**src/rtl/regwl_pkg.sv**
```systemverilog
package regwl_pkg;
  typedef enum logic [1:0] {
    CLS_OPEN = 2'd0,
    CLS_PROT = 2'd1,
    CLS_KEY0 = 2'd2,
    CLS_KEY1 = 2'd3
  } addr_cls_e;

  localparam int unsigned NKEYS = 2;
endpackage

```
**src/rtl/regwl_decode.sv**
```systemverilog
module regwl_decode
  import regwl_pkg::*;
#(
  parameter int unsigned ADDR_W    = 8,
  parameter int unsigned PROT_BASE = 'h00,
  parameter int unsigned PROT_SIZE = 'h60,
  parameter int unsigned KEY0_ADDR = 'h6C,
  parameter int unsigned KEY1_ADDR = 'h70
) (
  input  logic [ADDR_W-1:0] addr,
  output addr_cls_e         cls
);
  logic [ADDR_W-1:0] offset;

  always_comb begin
    offset = addr - ADDR_W'(PROT_BASE);
    if (addr == ADDR_W'(KEY0_ADDR))
      cls = CLS_KEY0;
    else if (addr == ADDR_W'(KEY1_ADDR))
      cls = CLS_KEY1;
    else if (offset < ADDR_W'(PROT_SIZE))
      cls = CLS_PROT;
    else
      cls = CLS_OPEN;
  end
endmodule

```
**src/rtl/regwl_key_slot.sv**
```systemverilog
module regwl_key_slot #(
  parameter int unsigned DATA_W = 32,
  parameter logic [DATA_W-1:0] MAGIC = '0
) (
  input  logic              clk,
  input  logic              rst,
  input  logic              wr,
  input  logic [DATA_W-1:0] wdata,
  output logic              armed
);
  always_ff @(posedge clk) begin
    if (rst)
      armed <= 1'b0;
    else if (wr)
      armed <= (wdata == MAGIC);
  end

  assert_magic_arms_R2: assert property (@(posedge clk) disable iff (rst)
    (wr && wdata == MAGIC) |=> armed);

  assert_wrong_value_disarms_R4: assert property (@(posedge clk) disable iff (rst)
    (wr && wdata != MAGIC) |=> !armed);

  assert_idle_holds_R4: assert property (@(posedge clk) disable iff (rst)
    !wr |=> $stable(armed));
endmodule

```
**src/rtl/regwl_gate.sv**
```systemverilog
module regwl_gate
  import regwl_pkg::*;
#(
  parameter int unsigned ADDR_W     = 8,
  parameter int unsigned DATA_W     = 32,
  parameter int unsigned PROT_BASE  = 'h00,
  parameter int unsigned PROT_SIZE  = 'h60,
  parameter int unsigned KEY0_ADDR  = 'h6C,
  parameter int unsigned KEY1_ADDR  = 'h70,
  parameter logic [DATA_W-1:0] KEY0_MAGIC = 32'h83E70B13,
  parameter logic [DATA_W-1:0] KEY1_MAGIC = 32'h95A4F1E0
) (
  input  logic              clk,
  input  logic              rst,
  input  logic              bus_wr,
  input  logic [ADDR_W-1:0] bus_waddr,
  input  logic [DATA_W-1:0] bus_wdata,
  input  logic              bus_rd,
  input  logic [ADDR_W-1:0] bus_raddr,
  output logic              bank_we,
  output logic [ADDR_W-1:0] bank_addr,
  output logic [DATA_W-1:0] bank_wdata,
  output logic              key_rd_hit,
  output logic [DATA_W-1:0] key_rd_data
);
  addr_cls_e        wcls, rcls, bcls;
  logic [NKEYS-1:0] key_armed;
  logic             unlocked;
  logic             pass;

  regwl_decode #(
    .ADDR_W(ADDR_W), .PROT_BASE(PROT_BASE), .PROT_SIZE(PROT_SIZE),
    .KEY0_ADDR(KEY0_ADDR), .KEY1_ADDR(KEY1_ADDR)
  ) u_wdec (.addr(bus_waddr), .cls(wcls));

  regwl_decode #(
    .ADDR_W(ADDR_W), .PROT_BASE(PROT_BASE), .PROT_SIZE(PROT_SIZE),
    .KEY0_ADDR(KEY0_ADDR), .KEY1_ADDR(KEY1_ADDR)
  ) u_rdec (.addr(bus_raddr), .cls(rcls));

  // decode of the outgoing address, used only by the checks below
  regwl_decode #(
    .ADDR_W(ADDR_W), .PROT_BASE(PROT_BASE), .PROT_SIZE(PROT_SIZE),
    .KEY0_ADDR(KEY0_ADDR), .KEY1_ADDR(KEY1_ADDR)
  ) u_bdec (.addr(bank_addr), .cls(bcls));

  for (genvar gi = 0; gi < NKEYS; gi++) begin : g_key
    localparam logic [DATA_W-1:0] SLOT_MAGIC = (gi == 0) ? KEY0_MAGIC : KEY1_MAGIC;
    localparam addr_cls_e SLOT_CLS = (gi == 0) ? CLS_KEY0 : CLS_KEY1;
    regwl_key_slot #(.DATA_W(DATA_W), .MAGIC(SLOT_MAGIC)) u_slot (
      .clk   (clk),
      .rst   (rst),
      .wr    (bus_wr && wcls == SLOT_CLS),
      .wdata (bus_wdata),
      .armed (key_armed[gi])
    );
  end

  assign unlocked = &key_armed;
  assign pass = bus_wr && ((wcls == CLS_OPEN) || (wcls == CLS_PROT && unlocked));

  always_ff @(posedge clk) begin
    if (rst) begin
      bank_we    <= 1'b0;
      bank_addr  <= '0;
      bank_wdata <= '0;
      key_rd_hit <= 1'b0;
    end else begin
      bank_we    <= pass;
      key_rd_hit <= bus_rd && (rcls == CLS_KEY0 || rcls == CLS_KEY1);
      if (pass) begin
        bank_addr  <= bus_waddr;
        bank_wdata <= bus_wdata;
      end
    end
  end

  // keys never read back: the stored state is a flag, not the value
  assign key_rd_data = '0;

  assert_locked_after_reset_R1: assert property (@(posedge clk) disable iff (rst)
    $past(rst) |-> !unlocked);

  assert_guarded_needs_keys_R3: assert property (@(posedge clk) disable iff (rst)
    (bank_we && bcls == CLS_PROT) |-> $past(unlocked));

  assert_key_not_forwarded_R7: assert property (@(posedge clk) disable iff (rst)
    bank_we |-> (bcls == CLS_OPEN || bcls == CLS_PROT));

  assert_open_passes_R6: assert property (@(posedge clk) disable iff (rst)
    (bus_wr && wcls == CLS_OPEN) |=> (bank_we && bank_addr == $past(bus_waddr)));

  assert_locked_drop_R5: assert property (@(posedge clk) disable iff (rst)
    (bus_wr && wcls == CLS_PROT && !unlocked) |=> !bank_we);
endmodule

```
**config.mk**
```make
export PLATFORM = sky130hd
export DESIGN_NAME = regwl_gate
export DESIGN_NICKNAME = d
export VERILOG_FILES = /design/src/rtl/regwl_pkg.sv /design/src/rtl/regwl_decode.sv /design/src/rtl/regwl_key_slot.sv /design/src/rtl/regwl_gate.sv
export SDC_FILE = /design/constraint.sdc
export NUM_CORES = 1
export LEC_CHECK = 0
export BUFFER_PORTS_ARGS = -buffer_cell sky130_fd_sc_hd__clkbuf_2
export CELL_PAD_IN_SITES_DETAIL_PLACEMENT = 1
export CELL_PAD_IN_SITES_GLOBAL_PLACEMENT = 1
export CORE_UTILIZATION = 30
export DETAILED_ROUTE_END_ITERATION = 6
export PLACE_DENSITY = 0.73
export SYNTH_ARGS = -nofsm -noshare
export SYNTH_HDL_FRONTEND = slang
export SYNTH_HIERARCHICAL = 1
export SYNTH_SLANG_ARGS = --single-unit
```
**constraint.sdc**
```tcl
create_clock -name clk -period 2.4 [get_ports clk]
set_input_delay 0.48 -clock clk [delete_from_list [all_inputs] [get_ports clk]]
set_output_delay 0.48 -clock clk [all_outputs]
set_load 0.03 [all_outputs]
```
=== Yosys cells after proc, flatten, opt, wreduce, memory -nomap -nowiden ===
Cells that the tools add are included.

* Register bits after elaboration: 44
* Bits in latches: 0
* Bits in writable memories: 0
* Memory bits (read-only): 0
* Input port bits: 52
* Output and inout port bits: 74
* Logic and storage cells: 34
* Memories kept: 0

* Add/subtract/negate cells: 0
* $mul: 0
* Div/mod/pow operators: 0
* $lt $le $gt $ge: 2
* Eq/ne operators: 11
* Shifts and indexed selects: 0
* Mux-type cells: 6
* Bitwise operators: 0
* Reduce and logical (&&, ||, !) cells: 9

{| class="wikitable"
|+ Operators with widths
! kind !! number
|-
| == test 32 bit (second input constant) || 2
|-
| == test 8 x 7 -> 1 bit (second input constant) || 4
|-
| less-than comparator 8 x 7 -> 1 bit (second input constant) || 2
|-
| == test 2 bit (second input constant) || 4
|-
| 2-to-1 mux 2 bit || 4
|-
| logical AND 1 bit || 5
|-
| == test 2 x 1 -> 1 bit (second input constant) || 1
|-
| logical NOT 2 bit || 1
|-
| logical OR 1 bit || 2
|-
| 2-to-1 mux 1 bit || 2
|-
| AND reduction 2 bit || 1
|}

=== Longest topological paths before layout ===
Gate-level depths: netlist of the first run.

* Depth after elaboration: 8
* Mapped depth: 8
* Mapped depth without buffers: 8

=== Modules after synthesis ===
The synthesis of the first run kept the hierarchy.

{| class="wikitable"
|+ Modules (own cells, without submodules)
! module !! instances !! cells an instance !! area an instance (µm²) !! seq. area each (µm²)
|-
| regwl_gate || 1 || 217 || 2134.5 || 840.8
|-
| regwl_key_slot at g_key[1].u_slot || 1 || 15 || 142.6 || 20.0
|-
| regwl_key_slot at g_key[0].u_slot || 1 || 15 || 135.1 || 20.0
|-
| regwl_decode || 2 || 7 || 51.3 || 0.0
|}

=== Worst setup path before layout of the first run ===
No wires, ideal clock.

* Path type: input to register
* Start: input port bus_waddr[1]
* End: register g_key[1].u_slot.armed
* Arrival time: 2287 ps
* Slack: 44 ps
* Stages: 7
* Buffers on the path: 0
* Path through: or3_1 -> o21ai_0 -> and3_1 -> nor4b_2 -> nand4_1 -> or4b_1 -> o21ai_1

* Word-level cells in the longest chain between the ends: 6

{| class="wikitable"
|+ RTL lines
! element !! RTL line !! source
|-
| start: declaration || regwl_gate.sv:16 || <nowiki>input logic [ADDR_W-1:0] bus_waddr,</nowiki>
|-
| less-than comparator 8 x 7 -> 1 bit || regwl_decode.sv:21 || <nowiki>else if (offset < ADDR_W'(PROT_SIZE))</nowiki>
|-
| 2-to-1 mux 1 bit || regwl_decode.sv:21 ||
|-
| 2-to-1 mux 2 bit || regwl_decode.sv:19 || <nowiki>else if (addr == ADDR_W'(KEY1_ADDR))</nowiki>
|-
| 2-to-1 mux 2 bit (*) || regwl_decode.sv:17 || <nowiki>if (addr == ADDR_W'(KEY0_ADDR))</nowiki>
|-
| net wcls[0] || regwl_gate.sv:26 || <nowiki>addr_cls_e wcls, rcls, bcls;</nowiki>
|-
| == test 2 bit (*) || regwl_gate.sv:53 || <nowiki>.wr (bus_wr && wcls == SLOT_CLS),</nowiki>
|-
| logical AND 1 bit (*) || regwl_gate.sv:53 ||
|-
| end signal: assignment || regwl_key_slot.sv:15 || <nowiki>armed <= (wdata == MAGIC);</nowiki>
|-
| end: declaration || regwl_key_slot.sv:9 || <nowiki>output logic armed</nowiki>
|}

The timed path passes the listed nets; every way through them passes the cells marked *.
A chain may end at the register's enable or synchronous reset.

=== Worst setup path in the final report of the first run ===
* Start: input port bus_waddr[2]
* End: register g_key[1].u_slot.armed

{| class="wikitable"
|+ RTL lines
! element !! RTL line
|-
| == test 8 x 7 -> 1 bit || regwl_decode.sv:19
|-
| 2-to-1 mux 2 bit || regwl_decode.sv:19
|-
| 2-to-1 mux 2 bit (*) || regwl_decode.sv:17
|-
| net wcls[1] || regwl_gate.sv:26
|-
| == test 2 bit (*) || regwl_gate.sv:53
|-
| logical AND 1 bit (*) || regwl_gate.sv:53
|}

Marks and branches as above.

==> metrics.cfg, run 1 <==
[outcome]
outcome=finished, final reports clean

[cts]
post-cts-setup-buffers=0
cts_tree=yes
cts_buffers=5
clkSlewWorstSetupHoldPaths_ps=90
post_cts_resized=0
htreeDepth=2
clock_sinks=44
cts_max_path_buffers=2
cts_root_buf=clkbuf_8
holdBufCountCts=0
insertion_delay_ps=300

[setup_path]
r2r_end=bank_wdata[15]
r2r_slack_ps=890
crit_slowest_cell=or4b_1
worstReg2RegStart=g_key[0].u_slot/armed
slowest_delay_ps=490
crit_path_end_kind=flop
worst-path-buf-inv=1
crit_type=in2reg
critPathLaunchType=primary input
arrival_ps=2400
critPathMaxFanout=3
crit_required_ps=2640
cpLargestDelayFamily=simple AND/OR/NAND/NOR gates
worst_r2r_path_depth=4
path_cells=clkbuf_2 -> or3b_1 -> a211oi_2 -> and3_1 -> nor4b_2 -> nand4_1 -> or4b_1 -> o21ai_1

[power_and_ir_drop]
peakVddDrop_mv=0.2068
p_leak_nw=1.387
power_density_nw_per_um2=598.9

[global_route]
groute.layer.met1.usage_pct=17.13
top_usage_layer=met2
grt_pass1_wl_um=9328
met2_usage_pct=23.65
grt_usage_pct=13.83
antenna_found_initial=0
grt_max_degree=44
overflow=0
grt_pass1_vias=1929
met3_usage_pct=3.740

[logic_synthesis]
syn_area_um2=2502
syn_avg_cell_area_um2=9.662
synth_cells=259
yosys_warnings=6

[placement]
dpl.cell_count=446
io_buffers=93
place_area_um2=2947
place_congestion=0.6715
hpwl_um=4878

[detailed_routing]
vias=2009
drt_drc_violations_left=0
initialDrtViolationCount=22
viasPerCell=4.425
wire_per_inst_um=13.41
dr.pass1.iters=4
wirelength_um=6087
ant_nets=0

[layout]
n_fill_cell=965
n_antenna_cell=0
final_area_um2=3073
area_growth_pct=22.80
instances_no_fill=454
drive_gt1_share_pct=32.39
layout.nets=403

[timing]
grt_setup_unrepaired=false
setup_viol=0
fin_skew_ps=8.949
max_freq_mhz=463.6
relSlewSlack_pct=62.25
hold_viol=0
fin_crit_sh_pct=89.87
finalMaxSlewViolations=0
worst_slew_pin_slew_ps=565.0
final.min_clock_period_ps=2157

[floorplan]
dieArea_um2=8710
boundaryPins=126
coreArea_um2=7888
rows=32
die_h_um=93.33
die_w_um=93.33
initial_utilization_pct=31.73

[run]
drv_cap=0

[hold_path]
hp-start=bus_rd
holdPathStages=3
hold_path_end=key_rd_hit
hold_class=in2reg

## where the power goes
part / internal (mW) / switching, mW / leakage (nW)
sequential: 0.772 / 0.0214 / 0.361
combinational: 0.144 / 0.273 / 0.962
clock: 0.368 / 0.263 / 0.0645
total: 1.28 / 0.557 / 1.39
## how the worst max path moves through the flow
stage                            start                    end  depth (start not counted)
after floorplan           bus_waddr[1]  g_key[1].u_slot/armed                          7
after global placement    bus_waddr[2]  g_key[1].u_slot/armed                          8
after detailed placement  bus_waddr[2]  g_key[1].u_slot/armed                          8
after CTS                 bus_waddr[2]  g_key[1].u_slot/armed                          8
after global routing      bus_waddr[2]  g_key[1].u_slot/armed                          8
final                     bus_waddr[2]  g_key[1].u_slot/armed                          8
## layer usage
metal / part of all wire [%] / wire, um
met2: 48 / 2919
met5: 0 / 0
met1: 44 / 2682
met4: 1.0 / 63
met3: 6.9 / 421
## flip-flops by register name, summed over array words and instances, names as in the netlist
register	flops
bank_addr	8
g_key.u_slot/armed	2
key_rd_hit	1
bank_we	1
bank_wdata	32
## stage by stage
| stage | power, mW | utilization (%) | TNS [ps] | hold slack [ps] | setup slack (ps) |
|---|---|---|---|---|---|
| global placement | 1.223 | 37.36 | 0 | 440.8 | 40.48 |
| finish | 1.840 | 38.96 | 0 | 378.9 | 243.1 |
| global route | 1.930 | 38.96 | 0 | 371.6 | 52.63 |
| detailed placement | 1.233 | 37.36 | -110.7 | 449.9 | -110.7 |
| CTS | 1.873 | 38.96 | 0 | 371.3 | 202.1 |
| floorplan | 1.138 | - | 0 | 425.4 | 44.13 |
## tightest hold or removal path, stage by stage
cell	delay, ps
clkbuf_2	80
nand2_1	50
nor2_1	30
## cell usage in the layout (no fill, tap or decap), types with 3 or more instances in the layout
cell type and n:
nand2b_1 81, clkbuf_2 93, nand2_1 7, conb_1 32, or4b_1 3, nor2_1 4
clkbuf_8 7, nand4_1 3, mux2i_1 40, and4b_1 3, buf_4 4, dfxtp_1 44
nor4bb_1 3
## layout make-up
class / instances / area [um^2] / area share [%]
Clock buffer: 7 / 96.34 / 3.135
Sequential cell: 44 / 880.8 / 28.66
Multi-Input combinational cell: 201 / 1403 / 45.64
Tap cell: 102 / 127.6 / 4.153
Timing Repair Buffer: 99 / 535.5 / 17.43
Clock inverter: 1 / 30.03 / 0.9772
No activity file was read; power rests on OpenSTA's default activity.
==> run 2, diff against run 1 <==
RECOVER_POWER = 25   (was not set)
==> metrics.cfg, run 2 (synthesis gave the netlist of run 1 again) <==
[cts]
insertion_delay_ps=300  ; about the same
post_cts_resized=0  ; unchanged
htreeDepth=2  ; unchanged
holdBufCountCts=0  ; unchanged
cts_buffers=5  ; unchanged
post-cts-setup-buffers=0  ; unchanged
clkSlewWorstSetupHoldPaths_ps=90  ; about the same
cts_tree=yes
cts_max_path_buffers=2  ; unchanged
clock_sinks=44  ; unchanged
cts_root_buf=clkbuf_8

[detailed_routing]
wire_per_inst_um=13.45  ; +0.34%
met1_length_um=2685  ; +0.11%
wl_met3_um=440  ; +4.5%
initialDrtViolationCount=26  ; +18%
vias=2012  ; +0.15%
ant_nets=0  ; unchanged
route.met2.wl_um=2919  ; unchanged
viasPerCell=4.432  ; +0.15%
drt_drc_violations_left=0  ; unchanged
routed.top_layer=met4
wirelength_um=6108  ; +0.34%
dr.pass1.iters=4  ; unchanged

[timing]
final.min_clock_period_ps=2157  ; -0.002000 ps
finalMaxSlewViolations=0  ; unchanged
hold_viol=0  ; unchanged
tns_ps=0  ; unchanged
relSlewSlack_pct=62.26  ; about the same
max_freq_mhz=463.6  ; about the same
setup_viol=0  ; unchanged
setup_ws_ps=243.1  ; +0.002000 ps
fin_skew_ps=8.932  ; -0.01685 ps
worst_slew_pin_slew_ps=564.9  ; -0.1162 ps
grt_setup_unrepaired=false
fin_hold_ws_ps=378.8  ; -0.1180 ps
fin_crit_sh_pct=89.87  ; about the same

[layout]
layout_commonest_cell=nand2b_1
multiInputGateArea_um2=1398  ; -0.36%
final_cell_mix=81 x nand2b_1, 73 x clkbuf_2, 44 x dfxtp_1
regArea_um2=880.8  ; unchanged
final_area_um2=3043  ; -0.98%
top_regs=bank_wdata x32, bank_addr x8, g_key.u_slot/armed x2
layout.nets=403  ; unchanged
n_fill_cell=974  ; +0.93%
drive_gt1_share_pct=26.42  ; -6.0 points
area_growth_pct=21.60
n_antenna_cell=0  ; unchanged
max_flop_register=bank_wdata
largest_reg_flops=32  ; unchanged

[floorplan]
coreArea_um2=7888  ; unchanged
dieArea_um2=8710  ; unchanged
die_h_um=93.33  ; unchanged
die_w_um=93.33  ; unchanged
initial_utilization_pct=31.73  ; unchanged
rows=32  ; unchanged
boundaryPins=126  ; unchanged

[power_and_ir_drop]
power_density_nw_per_um2=603.1  ; +0.70%
total_power_mw=1.835  ; -0.28%
peakVddDrop_mv=0.2067  ; about the same
p_leak_nw=1.320  ; -4.9%

[setup_path]
critPathLaunchType=primary input
crit_required_ps=2640  ; about the same
critPathMaxFanout=3  ; unchanged
crit_type=in2reg
crit_path_end_kind=flop
arrival_ps=2400  ; about the same

[placement]
place_area_um2=2947  ; unchanged
io_buffers=93  ; unchanged
dp_slack_ps=-110.7  ; unchanged
place_congestion=0.6715  ; unchanged
hpwl_um=4878  ; unchanged

[run]
drv_cap=0  ; unchanged

[hold_path]
hold_class=in2reg

[global_route]
grt_pass1_vias=1929  ; unchanged
grt_max_degree=44  ; unchanged
antenna_found_initial=0  ; unchanged
grt_usage_pct=13.83  ; unchanged
overflow=0  ; unchanged
grt_pass1_wl_um=9328  ; unchanged

[outcome]
outcome=finished, final reports clean

==> run 2: cell count changes in the layout (fill, tap and decap cells not counted) <==
| cell | delta |
|---|---|
| a211oi_1 | +1 |
| a211oi_2 | -1 |
| clkbuf_1 | +20 |
| clkbuf_2 | -20 |
==> run 2: where the power goes <==
group | switching (mW) | internal (mW) | total (mW)
logic | 0.272 | 0.139 | 0.411
clock network | 0.263 | 0.368 | 0.631
registers | 0.0215 | 0.772 | 0.793
total | 0.557 | 1.28 | 1.84
==> run 2: worst paths after layout <==
kind	slack, ps	from	cells after the start	end
hold / removal	380	bus_rd	3	key_rd_hit
setup / recovery	240	bus_waddr[2]	8	g_key[1].u_slot/armed
hold reg to reg	460	g_key[1].u_slot/armed	2	g_key[1].u_slot/armed
setup reg to reg	890	g_key[0].u_slot/armed	4	bank_wdata[15]
==> run 2: layout make-up <==
class	count	area share (%)
multi-input cells	201	45.93
flip-flops and latches	44	28.95
repair buffers	99	16.78
well taps	102	4.194
clock buffers	7	3.166
clock inverters	1	0.9868
==> run 2: worst max-delay path, stage by stage <==
cell      delay [ps]
clkbuf_2         100
or3b_1           400
a211oi_2         230
and3_1           220
nor4b_2          230
nand4_1          120
or4b_1           490
o21ai_1          120
==> run 2: through the flow <==
stage | cells | util [%]
2_1_floorplan | 290 | -
3_3_place_gp | 446 | 37.36
3_5_place_dp | 446 | 37.36
4_1_cts | 454 | 38.96
5_1_grt | 454 | 38.58
6_report | 454 | 38.58
==> run 2: routing by layer <==
metal / up-vias / track usage, %
li1: 989 / -
met4: 0 / 3.462
met2: 78 / 23.65
met3: 7 / 3.740
met1: 938 / 17.13
met5: - / 0
==> run 3, diff against run 2 <==
clock period = 1.9 ns   (was 2.4 ns; I/O delays follow)
==> metrics.cfg, run 3 (synthesis gave the netlist of run 1 again) <==
[outcome]
outcome=finished, violations left
failed_checks=negative setup slack

[layout]
final_area_um2=3171  ; +4.2%
drive_gt1_share_pct=30.33  ; +3.9 points
top_regs=bank_wdata x32, bank_addr x8, g_key.u_slot/armed x2
layout_commonest_cell=nand2b_1
final_cell_mix=81 x nand2b_1, 71 x clkbuf_2, 44 x dfxtp_1
n_antenna_cell=0  ; unchanged
instances_no_fill=468  ; +3.1%
n_fill_cell=963  ; -1.1%
largest_reg_flops=32  ; unchanged
area_growth_pct=26.70
layout.nets=417  ; +3.5%
max_flop_register=bank_wdata

[setup_path]
worstReg2RegStart=g_key[0].u_slot/armed
critPathLaunchType=primary input
crit_path_end_kind=flop
r2r_end=bank_addr[3]
crit_required_ps=2130  ; -510 ps
arrival_ps=2250  ; -150 ps
crit_type=in2reg
critPathMaxFanout=2  ; -1
r2r_slack_ps=700  ; -190 ps
crit_slowest_cell=or4b_1
worst_r2r_path_depth=5  ; +1
path_cells=buf_6 -> or3b_4 -> a211oi_2 -> and3_1 -> nor4b_4 -> nand4_1 -> or4b_1 -> o21ai_1
setup.worst_path.start=bus_waddr[2]
slowest_delay_ps=500  ; about the same

[cts]
cts_root_buf=clkbuf_8
cts_max_path_buffers=2  ; unchanged
htreeDepth=2  ; unchanged
clock_sinks=44  ; unchanged
insertion_delay_ps=300  ; about the same
holdBufCountCts=0  ; unchanged
clkSlewWorstSetupHoldPaths_ps=90  ; about the same
cts_tree=yes
cts_buffers=5  ; unchanged

[timing]
grt_setup_unrepaired=true
fin_crit_sh_pct=106.0
max_freq_mhz=496.4
hold_viol=0  ; unchanged
final.min_clock_period_ps=2015
fin_skew_ps=4.545  ; -4.387 ps
finalMaxSlewViolations=0  ; unchanged
setup_viol=1  ; +1
setup_ws_ps=-114.6  ; -357.7 ps

[hold_path]
hold_class=in2reg
hold_path_end=key_rd_hit
holdPathStages=3  ; unchanged
hp-start=bus_rd

[placement]
io_buffers=93  ; unchanged
place_area_um2=3008  ; +2.1%
dpl.cell_count=452  ; +1.3%
place_congestion=0.7423  ; +11%
hpwl_um=4775  ; -2.1%

[global_route]
grt_pass1_wl_um=9563  ; +2.5%
grt_pass1_vias=1959  ; +1.6%
grt_max_degree=56  ; +27%
antenna_found_initial=0  ; unchanged
grt_usage_pct=14.09  ; +0.26 points
overflow=0  ; unchanged

[detailed_routing]
wirelength_um=6136  ; +0.46%
ant_nets=0  ; unchanged
wire_per_inst_um=13.11  ; -2.5%
initialDrtViolationCount=25  ; -3.8%
drt_drc_violations_left=0  ; unchanged
viasPerCell=4.370  ; -1.4%
vias=2045  ; +1.6%
dr.pass1.iters=4  ; unchanged

[floorplan]
initial_utilization_pct=31.73  ; unchanged
die_w_um=93.33  ; unchanged
coreArea_um2=7888  ; unchanged
rows=32  ; unchanged
boundaryPins=126  ; unchanged
dieArea_um2=8710  ; unchanged
die_h_um=93.33  ; unchanged

[power_and_ir_drop]
peakVddDrop_mv=0.2659  ; +29%
p_leak_nw=1.383  ; +4.8%
power_density_nw_per_um2=689.1  ; +14%

[run]
drv_cap=0  ; unchanged

-- run 3: cell count changes in the layout (fill, tap and decap cells not counted), sizes merged --
cell and delta:
bufinv -1, clkbuf -3, clkinvlp +2, buf +16
-- run 3: area by class of cell --
| cell class | count | area [um^2] | area share (%) |
|---|---|---|---|
| well taps | 102 | 127.6 | 4.025 |
| flip-flops and latches | 44 | 880.8 | 27.78 |
| repair buffers | 113 | 640.6 | 20.21 |
| multi-input cells | 201 | 1424 | 44.91 |
| clock inverters | 2 | 15.01 | 0.4736 |
| clock buffers | 6 | 82.58 | 2.605 |
-- run 3: routing by layer --
metal	vias to the layer above	global-route usage [%]	wire length [um]
met5	-	0	0
li1	1015	-	-
met3	6	3.821	475
met4	0	3.846	57
met1	950	17.27	2616
met2	74	24.14	2987
-- run 3: worst max path at each step --
| stage | end |
|---|---|
| after global placement | g_key[1].u_slot/armed |
| after floorplan | g_key[1].u_slot/armed |
| after global routing | g_key[1].u_slot/armed |
| after CTS | g_key[1].u_slot/armed |
| final | g_key[1].u_slot/armed |
| after detailed placement | g_key[1].u_slot/armed |
-- run 3: repair_timing --
item	in CTS	in global routing
endpoints found under the setup margin	1	20
endpoints found under the hold margin	0	0
resized for setup	3	3
pin swaps	4	2
buffers inserted	2	6
-- run 3: stage by stage --
step           power, mW  hold WS [ps]  setup WS, ps  setup TNS [ps]  utilization, %
6_report           2.185         283.4        -114.6          -114.6           40.20
5_1_grt            2.317         290.7        -151.5          -151.5           40.20
4_1_cts            2.219         271.5        -125.0          -125.0           39.78
3_5_place_dp       1.570         444.4        -471.6           -4511           38.13
3_3_place_gp       1.560         442.0        -376.2           -3289           38.13
2_1_floorplan      1.439         425.4        -176.6          -176.6               -
-- run 3: power by group --
group	switching, mW	internal (mW)	total, mW
clock network	0.337	0.295	0.632
registers	0.0276	0.975	1.00
logic	0.350	0.200	0.550
total	0.715	1.47	2.18
-- run 3: critical path: cells and delay by family --
kind / cells / cell delay, ps
AND/OR/NAND/NOR: 5 / 1430
AO/OA/AOI/OAI: 2 / 340
buffers and inverters: 1 / 90
